<file path="src/rtl/qbar_pkg.sv">
package qbar_pkg;

    typedef enum logic [1:0] {
        Q_OPEN     = 2'd0,
        Q_HOLD_BIT = 2'd1,
        Q_HOLD_PKT = 2'd2
    } qstate_t;

    typedef enum logic {
        PH_GATHER  = 1'b0,
        PH_BACKOFF = 1'b1
    } bphase_t;

    typedef enum logic [1:0] {
        G_IDLE    = 2'd0,
        G_ISSUE   = 2'd1,
        G_COLLECT = 2'd2
    } gstate_t;

    localparam logic [1:0] PT_INVALID = 2'd0;
    localparam logic [1:0] PT_KERNEL  = 2'd1;
    localparam logic [1:0] PT_BARRIER = 2'd2;
    localparam logic [1:0] PT_AGENT   = 2'd3;

endpackage

</file>
<file path="src/rtl/qbar_backoff.sv">
module qbar_backoff #(
    parameter int RETRY = 8,
    localparam int TW = $clog2(RETRY + 1)
) (
    input  logic clk,
    input  logic rst_n,
    input  logic start,
    input  logic clr,
    output logic expire
);

    logic [TW-1:0] cnt_q;

    always_ff @(posedge clk or negedge rst_n) begin
        if (!rst_n)
            cnt_q <= '0;
        else if (clr)
            cnt_q <= '0;
        else if (start)
            cnt_q <= TW'(RETRY);
        else if (cnt_q != '0)
            cnt_q <= cnt_q - 1'b1;
    end

    assign expire = (cnt_q == TW'(1));

    // one expiry per back-off window
    assert_expire_once_R5: assert property (@(posedge clk) disable iff (!rst_n)
        (expire && !start) |=> !expire);

endmodule

</file>
<file path="src/rtl/qbar_sig_gather.sv">
module qbar_sig_gather
    import qbar_pkg::*;
#(
    parameter int MAX_SIG = 5,
    parameter int SIG_W   = 32,
    localparam int IDX_W  = (MAX_SIG > 1) ? $clog2(MAX_SIG) : 1,
    localparam int CNT_W  = $clog2(MAX_SIG + 1)
) (
    input  logic             clk,
    input  logic             rst_n,
    input  logic             go,
    input  logic [CNT_W-1:0] go_cnt,
    input  logic             unmap,
    input  logic             rsp_valid,
    input  logic [IDX_W-1:0] rsp_idx,
    input  logic [SIG_W-1:0] rsp_data,
    output logic             rd_req,
    output logic [IDX_W-1:0] rd_idx,
    output logic             all_read,
    output logic             all_zero,
    output logic             discard
);

    gstate_t gst, gst_n;
    logic [IDX_W-1:0] ptr_q;
    logic [CNT_W-1:0] cnt_q;
    logic [CNT_W-1:0] pending_q;
    logic [CNT_W-1:0] drain_q, drain_n;
    logic [MAX_SIG-1:0] zero_ok;
    logic [MAX_SIG*SIG_W-1:0] vals_flat;
    logic take, last_hit, drop;

    // request and response decode
    always_comb begin
        rd_req   = (gst == G_ISSUE) && !unmap;
        rd_idx   = ptr_q;
        last_hit = (int'(ptr_q) + 1 == int'(cnt_q));
        discard  = (drain_q != '0);
        drop     = rsp_valid && discard;
        take     = rsp_valid && !discard && (gst != G_IDLE) &&
                   (pending_q != '0) && (int'(rsp_idx) < MAX_SIG);
        all_read = (gst == G_COLLECT) && (pending_q == '0);
        all_zero = &zero_ok;
    end

    // next state of the gatherer
    always_comb begin
        gst_n = gst;
        unique case (gst)
            G_IDLE:    if (go) gst_n = (go_cnt == '0) ? G_COLLECT : G_ISSUE;
            G_ISSUE:   if (rd_req && last_hit) gst_n = G_COLLECT;
            G_COLLECT: if (go) gst_n = (go_cnt == '0) ? G_COLLECT : G_ISSUE;
            default:   gst_n = G_IDLE;
        endcase
        if (unmap) gst_n = G_IDLE;
    end

    // drain count of responses that must be dropped
    always_comb begin
        drain_n = drain_q;
        if (drop) drain_n = drain_n - 1'b1;
        if (unmap) drain_n = drain_n + pending_q - CNT_W'(take);
    end

    always_ff @(posedge clk or negedge rst_n) begin
        if (!rst_n) begin
            gst       <= G_IDLE;
            ptr_q     <= '0;
            cnt_q     <= '0;
            pending_q <= '0;
            drain_q   <= '0;
        end else begin
            gst     <= gst_n;
            drain_q <= drain_n;
            if (go) begin
                ptr_q <= '0;
                cnt_q <= go_cnt;
            end else if (rd_req) begin
                ptr_q <= ptr_q + 1'b1;
            end
            if (unmap)
                pending_q <= '0;
            else
                pending_q <= pending_q + CNT_W'(rd_req) - CNT_W'(take);
        end
    end

    // one slot per dependency signal
    for (genvar i = 0; i < MAX_SIG; i++) begin : g_slot
        logic [SIG_W-1:0] val_q;
        logic             used_q;
        always_ff @(posedge clk or negedge rst_n) begin
            if (!rst_n) begin
                val_q  <= SIG_W'(1);
                used_q <= 1'b0;
            end else if (go) begin
                val_q  <= SIG_W'(1);
                used_q <= (i < int'(go_cnt));
            end else if (take && int'(rsp_idx) == i) begin
                val_q  <= rsp_data;
            end
        end
        assign zero_ok[i] = !used_q || (val_q == '0);
        assign vals_flat[i*SIG_W +: SIG_W] = val_q;
    end

    assert_pend_bound_R3: assert property (@(posedge clk) disable iff (!rst_n)
        int'(pending_q) <= MAX_SIG);

    assert_drop_R8: assert property (@(posedge clk) disable iff (!rst_n)
        (drop && !go) |=> $stable(vals_flat));

    assert_unmap_clear_R7: assert property (@(posedge clk) disable iff (!rst_n)
        unmap |=> (pending_q == '0 && gst == G_IDLE));

endmodule

</file>
<file path="src/rtl/qbar_ctrl.sv">
module qbar_ctrl
    import qbar_pkg::*;
#(
    parameter int MAX_SIG = 5,
    parameter int SIG_W   = 32,
    parameter int RETRY   = 8,
    localparam int IDX_W  = (MAX_SIG > 1) ? $clog2(MAX_SIG) : 1,
    localparam int CNT_W  = $clog2(MAX_SIG + 1)
) (
    input  logic             clk,
    input  logic             rst_n,
    input  logic             pkt_valid,
    input  logic [1:0]       pkt_type,
    input  logic             pkt_barrier,
    input  logic [CNT_W-1:0] pkt_nsig,
    input  logic             done_valid,
    input  logic             done_last,
    input  logic             unmap,
    input  logic             rsp_valid,
    input  logic [IDX_W-1:0] rsp_idx,
    input  logic [SIG_W-1:0] rsp_data,
    output logic             rd_req,
    output logic [IDX_W-1:0] rd_idx,
    output logic             disp_en,
    output logic             bar_met
);

    qstate_t st, st_n;
    bphase_t ph, ph_n;
    logic [CNT_W-1:0] nsig_q, nsig_c, go_cnt;
    logic is_bar, accept, go, retry_go, eval_done, t_start;
    logic all_read, all_zero, discard, expire;

    // packet and barrier decode
    always_comb begin
        nsig_c    = (int'(pkt_nsig) > MAX_SIG) ? CNT_W'(MAX_SIG) : pkt_nsig;
        is_bar    = (pkt_type == PT_BARRIER);
        accept    = pkt_valid && (pkt_type != PT_INVALID) && (st == Q_OPEN) &&
                    !unmap && !(is_bar && discard);
        retry_go  = (st == Q_HOLD_PKT) && (ph == PH_BACKOFF) && expire && !unmap;
        go        = (accept && is_bar) || retry_go;
        go_cnt    = (accept && is_bar) ? nsig_c : nsig_q;
        eval_done = (st == Q_HOLD_PKT) && (ph == PH_GATHER) && all_read && !unmap;
        t_start   = eval_done && !all_zero;
    end

    // next state
    always_comb begin
        st_n = st;
        ph_n = ph;
        unique case (st)
            Q_OPEN: begin
                if (accept && is_bar) begin
                    st_n = Q_HOLD_PKT;
                    ph_n = PH_GATHER;
                end else if (accept && pkt_barrier) begin
                    st_n = Q_HOLD_BIT;
                end
            end
            Q_HOLD_BIT: if (done_valid && done_last) st_n = Q_OPEN;
            Q_HOLD_PKT: begin
                unique case (ph)
                    PH_GATHER: begin
                        if (eval_done && all_zero)  st_n = Q_OPEN;
                        else if (eval_done)         ph_n = PH_BACKOFF;
                    end
                    PH_BACKOFF: if (expire) ph_n = PH_GATHER;
                    default:    ph_n = PH_GATHER;
                endcase
            end
            default: st_n = Q_OPEN;
        endcase
        if (unmap) begin
            st_n = Q_OPEN;
            ph_n = PH_GATHER;
        end
    end

    // state register
    always_ff @(posedge clk or negedge rst_n) begin
        if (!rst_n) begin
            st     <= Q_OPEN;
            ph     <= PH_GATHER;
            nsig_q <= '0;
        end else begin
            st <= st_n;
            ph <= ph_n;
            if (accept && is_bar) nsig_q <= nsig_c;
        end
    end

    // outputs
    always_comb begin
        disp_en = accept;
        bar_met = eval_done && all_zero;
    end

    qbar_sig_gather #(.MAX_SIG(MAX_SIG), .SIG_W(SIG_W)) u_gather (
        .clk      (clk),
        .rst_n    (rst_n),
        .go       (go),
        .go_cnt   (go_cnt),
        .unmap    (unmap),
        .rsp_valid(rsp_valid),
        .rsp_idx  (rsp_idx),
        .rsp_data (rsp_data),
        .rd_req   (rd_req),
        .rd_idx   (rd_idx),
        .all_read (all_read),
        .all_zero (all_zero),
        .discard  (discard)
    );

    qbar_backoff #(.RETRY(RETRY)) u_backoff (
        .clk   (clk),
        .rst_n (rst_n),
        .start (t_start),
        .clr   (unmap),
        .expire(expire)
    );

    assert_no_invalid_R1: assert property (@(posedge clk) disable iff (!rst_n)
        (pkt_valid && pkt_type == PT_INVALID) |-> !disp_en);

    assert_bit_hold_R2: assert property (@(posedge clk) disable iff (!rst_n)
        (st == Q_HOLD_BIT && !(done_valid && done_last) && !unmap) |=> st == Q_HOLD_BIT);

    assert_hold_until_met_R3: assert property (@(posedge clk) disable iff (!rst_n)
        (st == Q_HOLD_PKT && !bar_met && !unmap) |=> st == Q_HOLD_PKT);

    assert_met_release_R4: assert property (@(posedge clk) disable iff (!rst_n)
        bar_met |=> (st == Q_OPEN && !rd_req));

    assert_unmap_open_R7: assert property (@(posedge clk) disable iff (!rst_n)
        unmap |=> st == Q_OPEN);

    assert_bar_refused_R8: assert property (@(posedge clk) disable iff (!rst_n)
        (pkt_valid && is_bar && discard) |-> !disp_en);

endmodule

</file>
<file path="config.mk">
export PLATFORM = sky130hd
export DESIGN_NAME = qbar_ctrl
export DESIGN_NICKNAME = d
export VERILOG_FILES = /design/src/rtl/qbar_pkg.sv /design/src/rtl/qbar_backoff.sv /design/src/rtl/qbar_sig_gather.sv /design/src/rtl/qbar_ctrl.sv
export SDC_FILE = /design/constraint.sdc
export NUM_CORES = 1
export LEC_CHECK = 0
export BUFFER_PORTS_ARGS = -buffer_cell sky130_fd_sc_hd__buf_2
export CAP_MARGIN = 0
export CORE_UTILIZATION = 55
export DETAILED_ROUTE_END_ITERATION = 6
export HOLD_SLACK_MARGIN = 0.1
export PLACE_DENSITY = 0.85
export SLEW_MARGIN = 5
export SYNTH_ARGS = -nofsm -noshare
export SYNTH_HDL_FRONTEND = slang
export SYNTH_SLANG_ARGS = --single-unit
</file>
<file path="constraint.sdc">
create_clock -name clk -period 5 [get_ports clk]
set_clock_uncertainty 0.05 [all_clocks]
set_input_delay 1 -clock clk [delete_from_list [all_inputs] [get_ports clk]]
set_output_delay 1 -clock clk [all_outputs]
set_load 0.05 [all_outputs]
</file>
---- Word-level counts from Yosys, hierarchy flattened ----
Index checks and enable logic that the tools add are counted.
storage, ports and cells
  register bits after elaboration ......... 189
operators by class
  add/sub/neg operators ................... 8
  reduce and logical (&&, ||, !) cells .... 72
  order comparisons ....................... 7
  multiplexer cells ....................... 39
  eq/ne operators ......................... 18
  bitwise gates (word level) .............. 1
operators with widths
  cell                 number
  $mux 32              10
  $logic_not 32->1     5
  $eq 32x4->1          1
  $logic_and 1x1->1    29
  $mux 3               7
  $mux 2               10
  $reduce_bool 2->1    8
  $mux 4               3
  $ne 3x3->1 const B   4
  $reduce_bool 3->1    4
  $eq 3x3->1 const B   3
  $logic_not 1->1      9
  $logic_not 3->1      3
  $eq 2x2->1 const B   3
  $logic_or 1x1->1     6
  $lt 1x3->1 const A   2
  $lt 2x3->1 const A   2
  $pmux 2 s3           1
  $sub 3x1->3          2
  $mux 1               5
  $reduce_and 5->1     1
  $add 3x1->4 const B  1
  $eq 2x1->1 const B   2
  $eq 4x1->1 const B   1
  other kinds (20)     23

---- Depth between registers and ports, before layout ----
Gate-level depths: netlist of run 1.
  depth after elaboration ................. 12
  mapped depth ............................ 13
  mapped depth without buffers ............ 13

---- Hierarchy ----
From an unflattened synthesis of run 1, not the netlist that was laid out.
second synthesis, totals
  cells, all modules ...................... 890
  area, all modules ....................... 8,514.4 sq um
modules (own cells, without submodules)
  module           cells each  area an instance (sq um)  instances  seq. area each (sq um)
  qbar_sig_gather  832         7,907.6                   1          4,460.5
  qbar_ctrl        36          377.9                     1          150.1
  qbar_backoff     22          229.0                     1          100.1

---- Worst setup path after synthesis of run 1 ----
OpenSTA, ideal clock, no wires.
  kind .................................... input-to-output
  from .................................... input unmap
  to ...................................... output bar_met
  stages .................................. 3
  arrival time ............................ 3.180 ns
  setup slack ............................. 0.770 ns
  cell sequence ........................... nor3b_1 -> nand3_1 -> nor4b_1
on the way
  cells in the longest elaborated chain, start to end .. 3
ends and longest elaborated chain
  element             RTL line         source
  start: declaration  qbar_ctrl.sv:18  input logic unmap,
  $logic_not 1->1     qbar_ctrl.sv:43  eval_done = (st == Q_HOLD_PKT) && (ph == PH_GATHER) && all_read && !unmap;
  $logic_and 1x1->1   qbar_ctrl.sv:43
  $logic_and 1x1->1   qbar_ctrl.sv:95  bar_met = eval_done && all_zero;
  end: declaration    qbar_ctrl.sv:25  output logic bar_met
Every way passes these cells.

---- Final worst setup path of run 1 ----
  from .................................... register u_gather.g_slot[4].val_q[1]
  to ...................................... output bar_met
on the way
  cells in the longest elaborated chain, start to end .. 4
ends and longest elaborated chain
  element                   RTL line                source
  start: declaration        qbar_sig_gather.sv:90   logic [SIG_W-1:0] val_q;
  start signal: assignment  qbar_sig_gather.sv:100  val_q <= rsp_data;
  $logic_not 32->1          qbar_sig_gather.sv:103  assign zero_ok[i] = !used_q || (val_q == '0);
  $logic_or 1x1->1          qbar_sig_gather.sv:103
  $reduce_and 5->1          qbar_sig_gather.sv:43   all_zero = &zero_ok;
  $logic_and 1x1->1         qbar_ctrl.sv:95
Every way passes these cells.

==> results.json, run 1 <==
{
  "fin_crit_sh": 0.8356,
  "routed_wl_um": 19650,
  "routabilityCongestion": 0.7883,
  "critical_path.cell_chain": "nor4_1, nand4_1, o21ai_0, nand2_1, nor4b_1, buf_2",
  "p_per_area_nw_per_um2": 379.0,
  "die_h_um": 125.6,
  "insertion_delay_ps": 430,
  "grt_pass1_wl_um": 32280,
  "grt_max_degree": 110,
  "hold_path_class": "reg -> reg",
  "port_buffers": 53,
  "ys_warn_count": 0,
  "whs_ps": 453.6,
  "max_freq_mhz": 239.3,
  "critPathLaunchType": "flop",
  "relSlewSlack": 0.1739,
  "instances_no_fill": 1123,
  "min_from": "u_gather.g_slot[0].used_q$_DFFE_PN0N_",
  "peakVddDrop_mv": 0.2433,
  "reg2reg_depth": 7,
  "avgSynthCellArea_sq_um": 9.397,
  "antenna_found_initial": 0,
  "critPathTopFamily": "simple AND/OR/NAND/NOR gates",
  "core-area_sq_um": 14700,
  "worst_slew_pin_slew_ps": 1239,
  "n_antenna_cell": 0,
  "yosysUniqueCellTypes": 47,
  "initial_utilization": 0.5715,
  "drv_cap": 0,
  "crit_cells": 6,
  "violations": "design-rule violations",
  "final_util": 0.6359,
  "status": "complete, but fails checks",
  "clk_pin_slew_ps": 60,
  "path_class": "reg -> out",
  "drt_iter0_markers": 678,
  "end_kind": "output port",
  "p_leak_nw": 4.326,
  "ys_seq_elements": 188,
  "dieArea_sq_um": 15770,
  "hold_depth": 2,
  "setup_violations": 0,
  "rr_startpoint": "u_gather.drain_q[0]$_DFF_PN0_",
  "die_x_um": 125.6,
  "drc": 5,
  "fillerInstances": 1160,
  "finalHoldViolCount": 0,
  "worstPathArrival_ps": 3130,
  "syn_to_final_growth_pct": 11.26,
  "cp_slowest_cell": "nor4_1",
  "ys_seq_area_frac": 0.5608,
  "syn_nets": 954,
  "clock_tree.root_cell": "clkbuf_16",
  "drive_above_1_share": 0.1182,
  "placementRows": 44,
  "max_stage_delay_ps": 540,
  "grt_overflow": 0,
  "period_needed_ps": 4178,
  "vias": 6641,
  "placedCellCount": 1092,
  "crit_buf_inv": 1,
  "path_max_fanout": 4,
  "hold_end": "u_gather.g_slot[0].used_q$_DFFE_PN0N_",
  "grt_use_total": 0.2627,
  "hold_buffers": 0,
  "ctsResizeCount": 0,
  "clockBufferDepth": 2,
  "ios": 54,
  "r2r_slack_ps": 1780,
  "grt_pass1_vias": 6457,
  "htreeDepth": 4,
  "clock-sinks": 188,
  "postSynthCellCount": 894,
  "syn_area_sq_um": 8401,
  "cts_buffers": 17,
  "cts_setup_buffers": 0,
  "reg2reg_to": "u_gather.g_slot[3].val_q[9]$_DFFE_PN0P_",
  "rsz0062_at_grt": "false",
  "firstDrtPassIters": 7,
  "nets": 987,
  "tns_ps": 0,
  "vias_per_cell": 5.914,
  "slew_viol_final": 0,
  "final_antenna_net_count": 0,
  "post_drt_wl_per_cell_um": 17.50,
  "hpwl_um": 12540,
  "cts_tree": "yes",
  "required_ps": 3950
}
-- worst max path at each step --
stage                                             from                                  endpoint
3_3_place_gp                                     unmap  u_gather.g_slot[4].val_q[12]$_DFFE_PN0P_
2_1_floorplan                                    unmap                                   bar_met
6_report       u_gather.g_slot[4].val_q[1]$_DFFE_PN0P_                                   bar_met
5_1_grt        u_gather.g_slot[4].val_q[1]$_DFFE_PN0P_                                   bar_met
4_1_cts        u_gather.g_slot[4].val_q[1]$_DFFE_PN0P_                                   bar_met
3_5_place_dp                                     unmap   u_gather.g_slot[0].val_q[6]$_DFFE_PN0P_
-- registers in the layout (all words and copies together), names as in the netlist, 2 cells and up --
signal	flops
u_gather.g_slot.used_q	4
st	2
nsig_q	3
u_gather.g_slot.val_q	160
u_gather.gst	2
u_gather.drain_q	3
u_backoff.cnt_q	4
u_gather.pending_q	3
u_gather.rd_idx	3
u_gather.cnt_q	3
-- placed cells by master (no fill, tap or decap), types with 3 or more instances in the layout --
cell       instances
dfrtp_1          183
inv_1             18
nor3b_1            3
xor2_1             4
nor4_1            42
nand4_1           15
buf_4             10
o21ai_0            8
dfstp_2            5
nor2b_1            5
nor2_1            51
mux2_2             5
clkbuf_1           4
nand2_1          264
nand3_1            8
buf_2             52
a21oi_1          137
clkbuf_16         17
nor3_1             4
clkinv_2           5
mux2i_1           36
ha_1              10
nand2b_1           4
xnor2_1            8
-- layout make-up --
class	count	area, sq um	area share
clock buffer	23	467.9	0.05007
clock inverter	8	92.59	0.009906
inverter	18	67.56	0.007229
multi-input combinational	637	3391	0.3628
sequential	188	4711	0.5040
tap	184	230.2	0.02463
timing repair buffer	65	386.6	0.04137
-- synthesized netlist by cell type (all sizes together) --
library cell | n | area [sq um]
a2111oi | 2 | 17.52
a211o | 1 | 8.760
a211oi | 1 | 7.510
a21oi | 137 | 685.7
a31oi | 1 | 6.260
a32o | 1 | 10.01
and3 | 2 | 12.51
and3b | 2 | 17.52
buf | 32 | 171.4
clkbuf | 19 | 71.32
dfrtp | 183 | 4579
dfstp | 5 | 131.4
fa | 2 | 40.04
ha | 10 | 125.1
inv | 18 | 67.56
mux2 | 7 | 86.33
mux2i | 37 | 382.9
nand2 | 265 | 1002
nand2b | 4 | 25.02
nand3 | 8 | 40.04
nand3b | 2 | 15.01
nand4 | 15 | 93.84
nor2 | 51 | 191.4
nor2b | 5 | 31.28
nor3 | 6 | 35.03
nor3b | 4 | 35.03
nor4 | 42 | 262.8
nor4b | 2 | 23.77
o211ai | 1 | 7.510
o21a | 2 | 15.01
o21ai | 8 | 40.04
o22a | 1 | 8.760
o311a | 1 | 10.01
o311ai | 1 | 8.760
or2 | 1 | 6.260
or3 | 2 | 12.51
or4b | 1 | 10.01
xnor2 | 8 | 70.07
xor2 | 4 | 35.03
-- per-layer routing --
layer,part of all wire,global-route usage
met5,0,0
met4,0.012,0.07963
met3,0.067,0.05263
met2,0.49,0.4216
met1,0.43,0.3631
-- cells by family (layout without fill, tap and decap cells) --
group	Yosys count	after routing	share of synthesized area
muxes	44	44	0.05585
xor gates and xnor gates	12	12	0.01251
and+or+nand+nor	412	412	0.2160
DFF	188	188	0.5608
adders and majority gates	12	12	0.01966
buffers and inverters	69	114	0.03694
AOI/OAI and AO/OA	157	157	0.09830
-- metrics by stage --
step / setup slack [ps] / instance area [sq um] / power, mW
3_5_place_dp: 1209 / 8786 / 2.250
2_1_floorplan: 770.5 / 8401 / 2.061
5_1_grt: 718.6 / 9346 / 3.686
4_1_cts: 894.7 / 9346 / 3.550
6_report: 821.8 / 9346 / 3.542
3_3_place_gp: 1262 / 8786 / 2.227
-- power by group --
part	leakage [nW]	switching [mW]	internal (mW)	total [mW]
Clock	0.277	0.560	0.756	1.32
Sequential	2.59	0.0604	1.62	1.68
Combinational	1.46	0.336	0.212	0.549
-- worst reg2reg max path, cell delays in order (launching register included) --
cell and delay, ps:
dfrtp_1 390, inv_1 80, ha_1 190, nand2b_1 120, nor4_1 850, and3_1 1110
nand2_1 160, a21oi_1 180
No activity file was read; power rests on OpenSTA's default activity.
==> inputs of run 2 (changes only) <==
--- a/config.mk
+++ b/config.mk
@@ -10,7 +10,7 @@
 export CORE_UTILIZATION = 55
 export DETAILED_ROUTE_END_ITERATION = 6
 export HOLD_SLACK_MARGIN = 0.1
-export PLACE_DENSITY = 0.85
+export PLACE_DENSITY = 0.88
 export SLEW_MARGIN = 5
 export SYNTH_ARGS = -nofsm -noshare
 export SYNTH_HDL_FRONTEND = slang
==> constraint.sdc (replaced) <==
create_clock -name clk -period 3.7 [get_ports clk]
set_clock_uncertainty 0.05 [all_clocks]
set_input_delay 0.74 -clock clk [delete_from_list [all_inputs] [get_ports clk]]
set_output_delay 0.74 -clock clk [all_outputs]
set_load 0.05 [all_outputs]
==> run 2 against run 1 <==
  * The flow still finishes with violations (design-rule violations)
  * Final area up 1.2%
  * Flip-flop and latch count unchanged
  * Sequential share of layout area down 0.61 points
  * First-iteration DRC count up 8.7%
  * Die area unchanged
  * Final cell count up 0.45%
  * Count of clock-buffer cells in the layout down 6
==> results.json, run 2 (synthesis gave the netlist of run 1 again) <==
{
  "status": "complete, but fails checks",
  "violations": "design-rule violations",
  "port_buffers": 53,
  "routabilityCongestion": 0.8054,
  "p_leak_nw": 4.373,
  "largestRegisters": "u_gather.g_slot.val_q: 160 flops, u_backoff.cnt_q: 4 flops, u_gather.g_slot.used_q: 4 flops",
  "period_needed_ps": 3570,
  "slew_viol_final": 0,
  "syn_to_final_growth_pct": 12.62,
  "worstPathArrival_ps": 2780,
  "insertion_delay_ps": 440,
  "largest_register": "u_gather.g_slot.val_q",
  "final_util": 0.6436,
  "rsz0062_at_grt": "false",
  "grt_max_degree": 85,
  "clock_tree.root_cell": "clkbuf_16",
  "dieArea_sq_um": 15770,
  "htreeDepth": 4,
  "path_max_fanout": 3,
  "drv_cap": 0,
  "final_antenna_net_count": 0,
  "cts_tree": "yes",
  "tns_ps": 0,
  "reg2reg_to": "u_gather.drain_q[2]$_DFF_PN0_",
  "nets": 991,
  "path_class": "reg -> out",
  "grt_overflow": 0,
  "finalHoldViolCount": 0,
  "end_kind": "output port",
  "max_freq_mhz": 280.1,
  "ctsResizeCount": 0,
  "placementRows": 44,
  "hpwl_um": 13010,
  "firstDrtPassIters": 7,
  "n_antenna_cell": 0,
  "cts_setup_buffers": 0,
  "die_h_um": 125.6,
  "grt_use_total": 0.2788,
  "grt_pass1_vias": 6710,
  "largest_reg_flops": 160,
  "clockBufferDepth": 2,
  "vias": 6798,
  "fin_crit_sh": 0.9650,
  "hold_buffers": 0,
  "grt_pass1_wl_um": 34050,
  "drive_above_1_share": 0.1303,
  "vias_per_cell": 6.027,
  "layout_common_cells": "nand2_1 (264), dfrtp_1 (183), a21oi_1 (137)",
  "post_drt_wl_per_cell_um": 18.28,
  "setup_violations": 0,
  "final_common_cell": "nand2_1",
  "peakVddDrop_mv": 0.3511,
  "p_per_area_nw_per_um2": 515.6,
  "reg2reg_depth": 13,
  "clk_pin_slew_ps": 70,
  "hold_path_class": "in -> async",
  "initial_utilization": 0.5715,
  "fillerInstances": 1109,
  "routed_wl_um": 20620,
  "rr_startpoint": "u_gather.drain_q[0]$_DFF_PN0_",
  "r2r_slack_ps": 750,
  "drt_iter0_markers": 737,
  "p_total_mw": 4.878,
  "critPathLaunchType": "flop",
  "clock-sinks": 188,
  "die_x_um": 125.6,
  "required_ps": 2910,
  "drc": 15,
  "worst_slew_pin_slew_ps": 752.9,
  "ios": 54,
  "antenna_found_initial": 0,
  "relSlewSlack": 0.4981,
  "core-area_sq_um": 14700,
  "cts_buffers": 17
}
==> run 2: cell types whose count changed in the layout (fill, tap and decap cells not counted), sizes merged <==
| cell | previous run | this run |
|---|---|---|
| inv | 18 | 26 |
| clkbuf | 23 | 17 |
| buf | 65 | 69 |
| clkinv | 5 | 3 |
| clkinvlp | 1 | 2 |
==> run 2: routing by layer <==
metal	wire (um)	GRT usage	up-vias	share of wire
met4	726	0.1212	0	0.035
met1	8487	0.3569	3316	0.41
met5	0	0	-	0
li1	-	-	3095	-
met2	10000	0.4526	323	0.49
met3	1403	0.06889	64	0.068
==> run 2: final cells by class <==
type / count / area, sq um / area share
clock buffers: 17 / 425.4 / 0.04497
repair buffers: 69 / 441.7 / 0.04669
inverters: 18 / 67.56 / 0.007142
clock inverters: 15 / 175.2 / 0.01852
flip-flops and latches: 188 / 4711 / 0.4980
multi-input cells: 637 / 3410 / 0.3604
well taps: 184 / 230.2 / 0.02434
==> run 2: how the worst max path moves through the flow <==
stage | start | endpoint | cells past startpoint
after floorplan | unmap | bar_met | 3
after global routing | u_gather.g_slot[1].val_q[6]$_DFFE_PN0P_ | bar_met | 6
after CTS | u_gather.g_slot[4].val_q[13]$_DFFE_PN0P_ | bar_met | 6
after detailed placement | u_gather.g_slot[4].val_q[6]$_DFFE_PN0P_ | bar_met | 6
final | u_gather.g_slot[1].val_q[6]$_DFFE_PN0P_ | bar_met | 6
after global placement | unmap | u_gather.gst[1]$_DFFE_PN0P_ | 6
==> run 2: critical path, cell delays in order (launching register included) <==
cell,delay [ps]
dfrtp_1,380
nor4_1,560
nand4_1,310
o21ai_0,370
nand2_1,110
nor4b_2,300
buf_2,310
==> run 2: metrics by stage <==
stage               hold slack, ps  setup WS, ps  cell area, sq um  instances
global placement             442.1         538.5              8847       1096
global route                 361.2         38.81              9460       1128
CTS                          325.3         16.13              9448       1128
floorplan                    394.4         668.6              8407        894
detailed placement           464.8         504.2              8847       1096
finish                       299.1         129.7              9460       1128
==> run 2: power breakdown <==
part           leakage [nW]  internal [mW]  switching [mW]
Clock                 0.291           1.02           0.845
Sequential             2.59           2.18          0.0839
Combinational          1.50          0.292           0.453
==> inputs of run 3 (changes only) <==
--- a/config.mk
+++ b/config.mk
@@ -5,12 +5,12 @@
 export SDC_FILE = /design/constraint.sdc
 export NUM_CORES = 1
 export LEC_CHECK = 0
-export BUFFER_PORTS_ARGS = -buffer_cell sky130_fd_sc_hd__buf_2
 export CAP_MARGIN = 0
 export CORE_UTILIZATION = 55
 export DETAILED_ROUTE_END_ITERATION = 6
+export DONT_BUFFER_PORTS = 1
 export HOLD_SLACK_MARGIN = 0.1
-export PLACE_DENSITY = 0.88
+export PLACE_DENSITY = 0.85
 export SLEW_MARGIN = 5
 export SYNTH_ARGS = -nofsm -noshare
 export SYNTH_HDL_FRONTEND = slang
==> run 3 against run 2 <==
  * The run ends with design-rule violations, negative hold slack left
  * Largest power group unchanged
  * First-iteration DRC count fell by 5.2%
  * Combinational power down 21%
  * Final area decreased by 4.0%
  * Fmax rose by 0.83%
  * Core utilization fell by 2.6 points
  * Count of clock-buffer cells in the layout rose by 7
  * Critical path type unchanged
  * Highest routed layer unchanged
  * Final cell count fell by 5.0%
==> results.json, run 3 (synthesis gave the netlist of run 1 again) <==
{
  "firstDrtPassIters": 7,
  "vias": 6455,
  "clock_tree.root_cell": "clkbuf_16",
  "hpwl_um": 12360,
  "worst_slew_pin_slew_ps": 698.7,
  "critPathLaunchType": "flop",
  "hold_path_class": "in -> async",
  "largestRegisters": "u_gather.g_slot.val_q: 160 flops, u_backoff.cnt_q: 4 flops, u_gather.g_slot.used_q: 4 flops",
  "p_leak_nw": 4.109,
  "die_x_um": 125.6,
  "largest_register": "u_gather.g_slot.val_q",
  "n_antenna_cell": 0,
  "worstPathArrival_ps": 2750,
  "clk_pin_slew_ps": 60,
  "largest_reg_flops": 160,
  "required_ps": 2910,
  "path_max_fanout": 4,
  "grt_max_degree": 189,
  "period_needed_ps": 3541,
  "drv_cap": 0,
  "clock-sinks": 188,
  "die_h_um": 125.6,
  "final_antenna_net_count": 0,
  "grt_overflow": 0,
  "whs_ps": -47.20,
  "core-area_sq_um": 14700,
  "dieArea_sq_um": 15770,
  "grt_pass1_vias": 6420,
  "peakVddDrop_mv": 0.3336,
  "antenna_found_initial": 0,
  "final_util": 0.6177,
  "post_drt_wl_per_cell_um": 18.14,
  "violations": "design-rule violations, negative hold slack",
  "p_total_mw": 4.591,
  "end_kind": "output port",
  "nets": 936,
  "setup_violations": 0,
  "vias_per_cell": 6.021,
  "fin_crit_sh": 0.9570,
  "cts_tree": "yes",
  "htreeDepth": 4,
  "max_freq_mhz": 282.4,
  "drc": 4,
  "grt_pass1_wl_um": 31950,
  "placementRows": 44,
  "layout_common_cells": "nand2_1 (264), dfrtp_1 (183), a21oi_1 (137)",
  "grt_use_total": 0.2618,
  "insertion_delay_ps": 430,
  "final_common_cell": "nand2_1",
  "slew_viol_final": 0,
  "initial_utilization": 0.5715,
  "relSlewSlack": 0.5342,
  "ios": 54,
  "path_class": "reg -> out",
  "cts_buffers": 17,
  "routed_wl_um": 19450,
  "clockBufferDepth": 2,
  "routabilityCongestion": 0.8366,
  "drive_above_1_share": 0.06869,
  "status": "complete, but fails checks",
  "rsz0062_at_grt": "false",
  "drt_iter0_markers": 699,
  "syn_to_final_growth_pct": 8.088,
  "finalHoldViolCount": 180,
  "port_buffers": 0,
  "p_per_area_nw_per_um2": 505.6,
  "tns_ps": 0
}
-- run 3: cell count changes in the layout (fill, tap and decap cells not counted), sizes merged --
cell / before / now
clkinv: 3 / 5
bufinv: 2 / 1
buf: 69 / 14
clkbuf: 17 / 24
clkinvlp: 2 / 1
inv: 26 / 18
-- run 3: repair_timing --
action / 4_1_cts / 5_1_grt
setup buffers: 0 / 0
resized for setup: 0 / 1
endpoints found under the setup margin: 0 / 1
endpoints found under the hold margin: 183 / 183
-- run 3: where the power goes --
| part | switching [mW] | internal [mW] | leakage (nW) | total (mW) |
|---|---|---|---|---|
| Clock | 0.737 | 0.955 | 0.264 | 1.69 |
| Combinational | 0.329 | 0.258 | 1.26 | 0.586 |
| Sequential | 0.129 | 2.18 | 2.59 | 2.31 |
| Total | 1.19 | 3.40 | 4.11 | 4.59 |
-- run 3: worst paths after layout --
kind | startpoint | end | slack [ps] | cells past startpoint
min | rst_n | u_gather.g_slot[1].val_q[15]$_DFFE_PN0P_ | -50 | 0
min in group clk | unmap | u_gather.gst[0]$_DFFE_PN0P_ | 310 | 1
max | u_gather.g_slot[2].val_q[24]$_DFFE_PN0P_ | bar_met | 160 | 6
max reg2reg | u_gather.drain_q[0]$_DFF_PN0_ | u_gather.drain_q[2]$_DFF_PN0_ | 800 | 13
min reg2reg | u_gather.g_slot[3].val_q[0]$_DFFE_PN1P_ | u_gather.g_slot[3].val_q[0]$_DFFE_PN1P_ | 470 | 2
max in group asynchronous | rst_n | u_gather.g_slot[3].val_q[0]$_DFFE_PN1P_ | 3360 | 0
-- run 3: worst max-delay path, stage by stage, from the launching register on --
cell and delay, ps:
dfrtp_1 370, nor4_1 420, nand4_1 290, o21ai_0 420, nand2_1 210, nor4b_2 350, buf_4 270
-- run 3: final cells by class --
cell class                 count  area [sq um]
fill                        1124          5619
sequential                   188          4711
multi-input combinational    637          3403
clock buffer                  24         471.7
tap                          184         230.2
timing repair buffer          14         130.1
inverter                      18         67.56
clock inverter                 7         66.31
-- run 3: through the flow --
stage / cell area [sq um] / setup slack [ps] / hold slack (ps) / cells
floorplan: 8407 / 668.6 / 394.4 / 894
global placement: 8536 / 681.4 / 403.2 / 1041
detailed placement: 8536 / 541.9 / 401.2 / 1041
CTS: 9074 / 64.70 / -57.55 / 1072
global route: 9080 / 6.576 / -56.98 / 1072
finish: 9080 / 159.2 / -47.20 / 1072
-- run 3: routing by layer --
metal / vias to the layer above / global-route usage / wire [um]
li1: 2984 / - / -
met1: 3183 / 0.3395 / 8018
met2: 242 / 0.4209 / 9420
met3: 46 / 0.07317 / 1498
met4: 0 / 0.09756 / 509
met5: - / 0 / 0
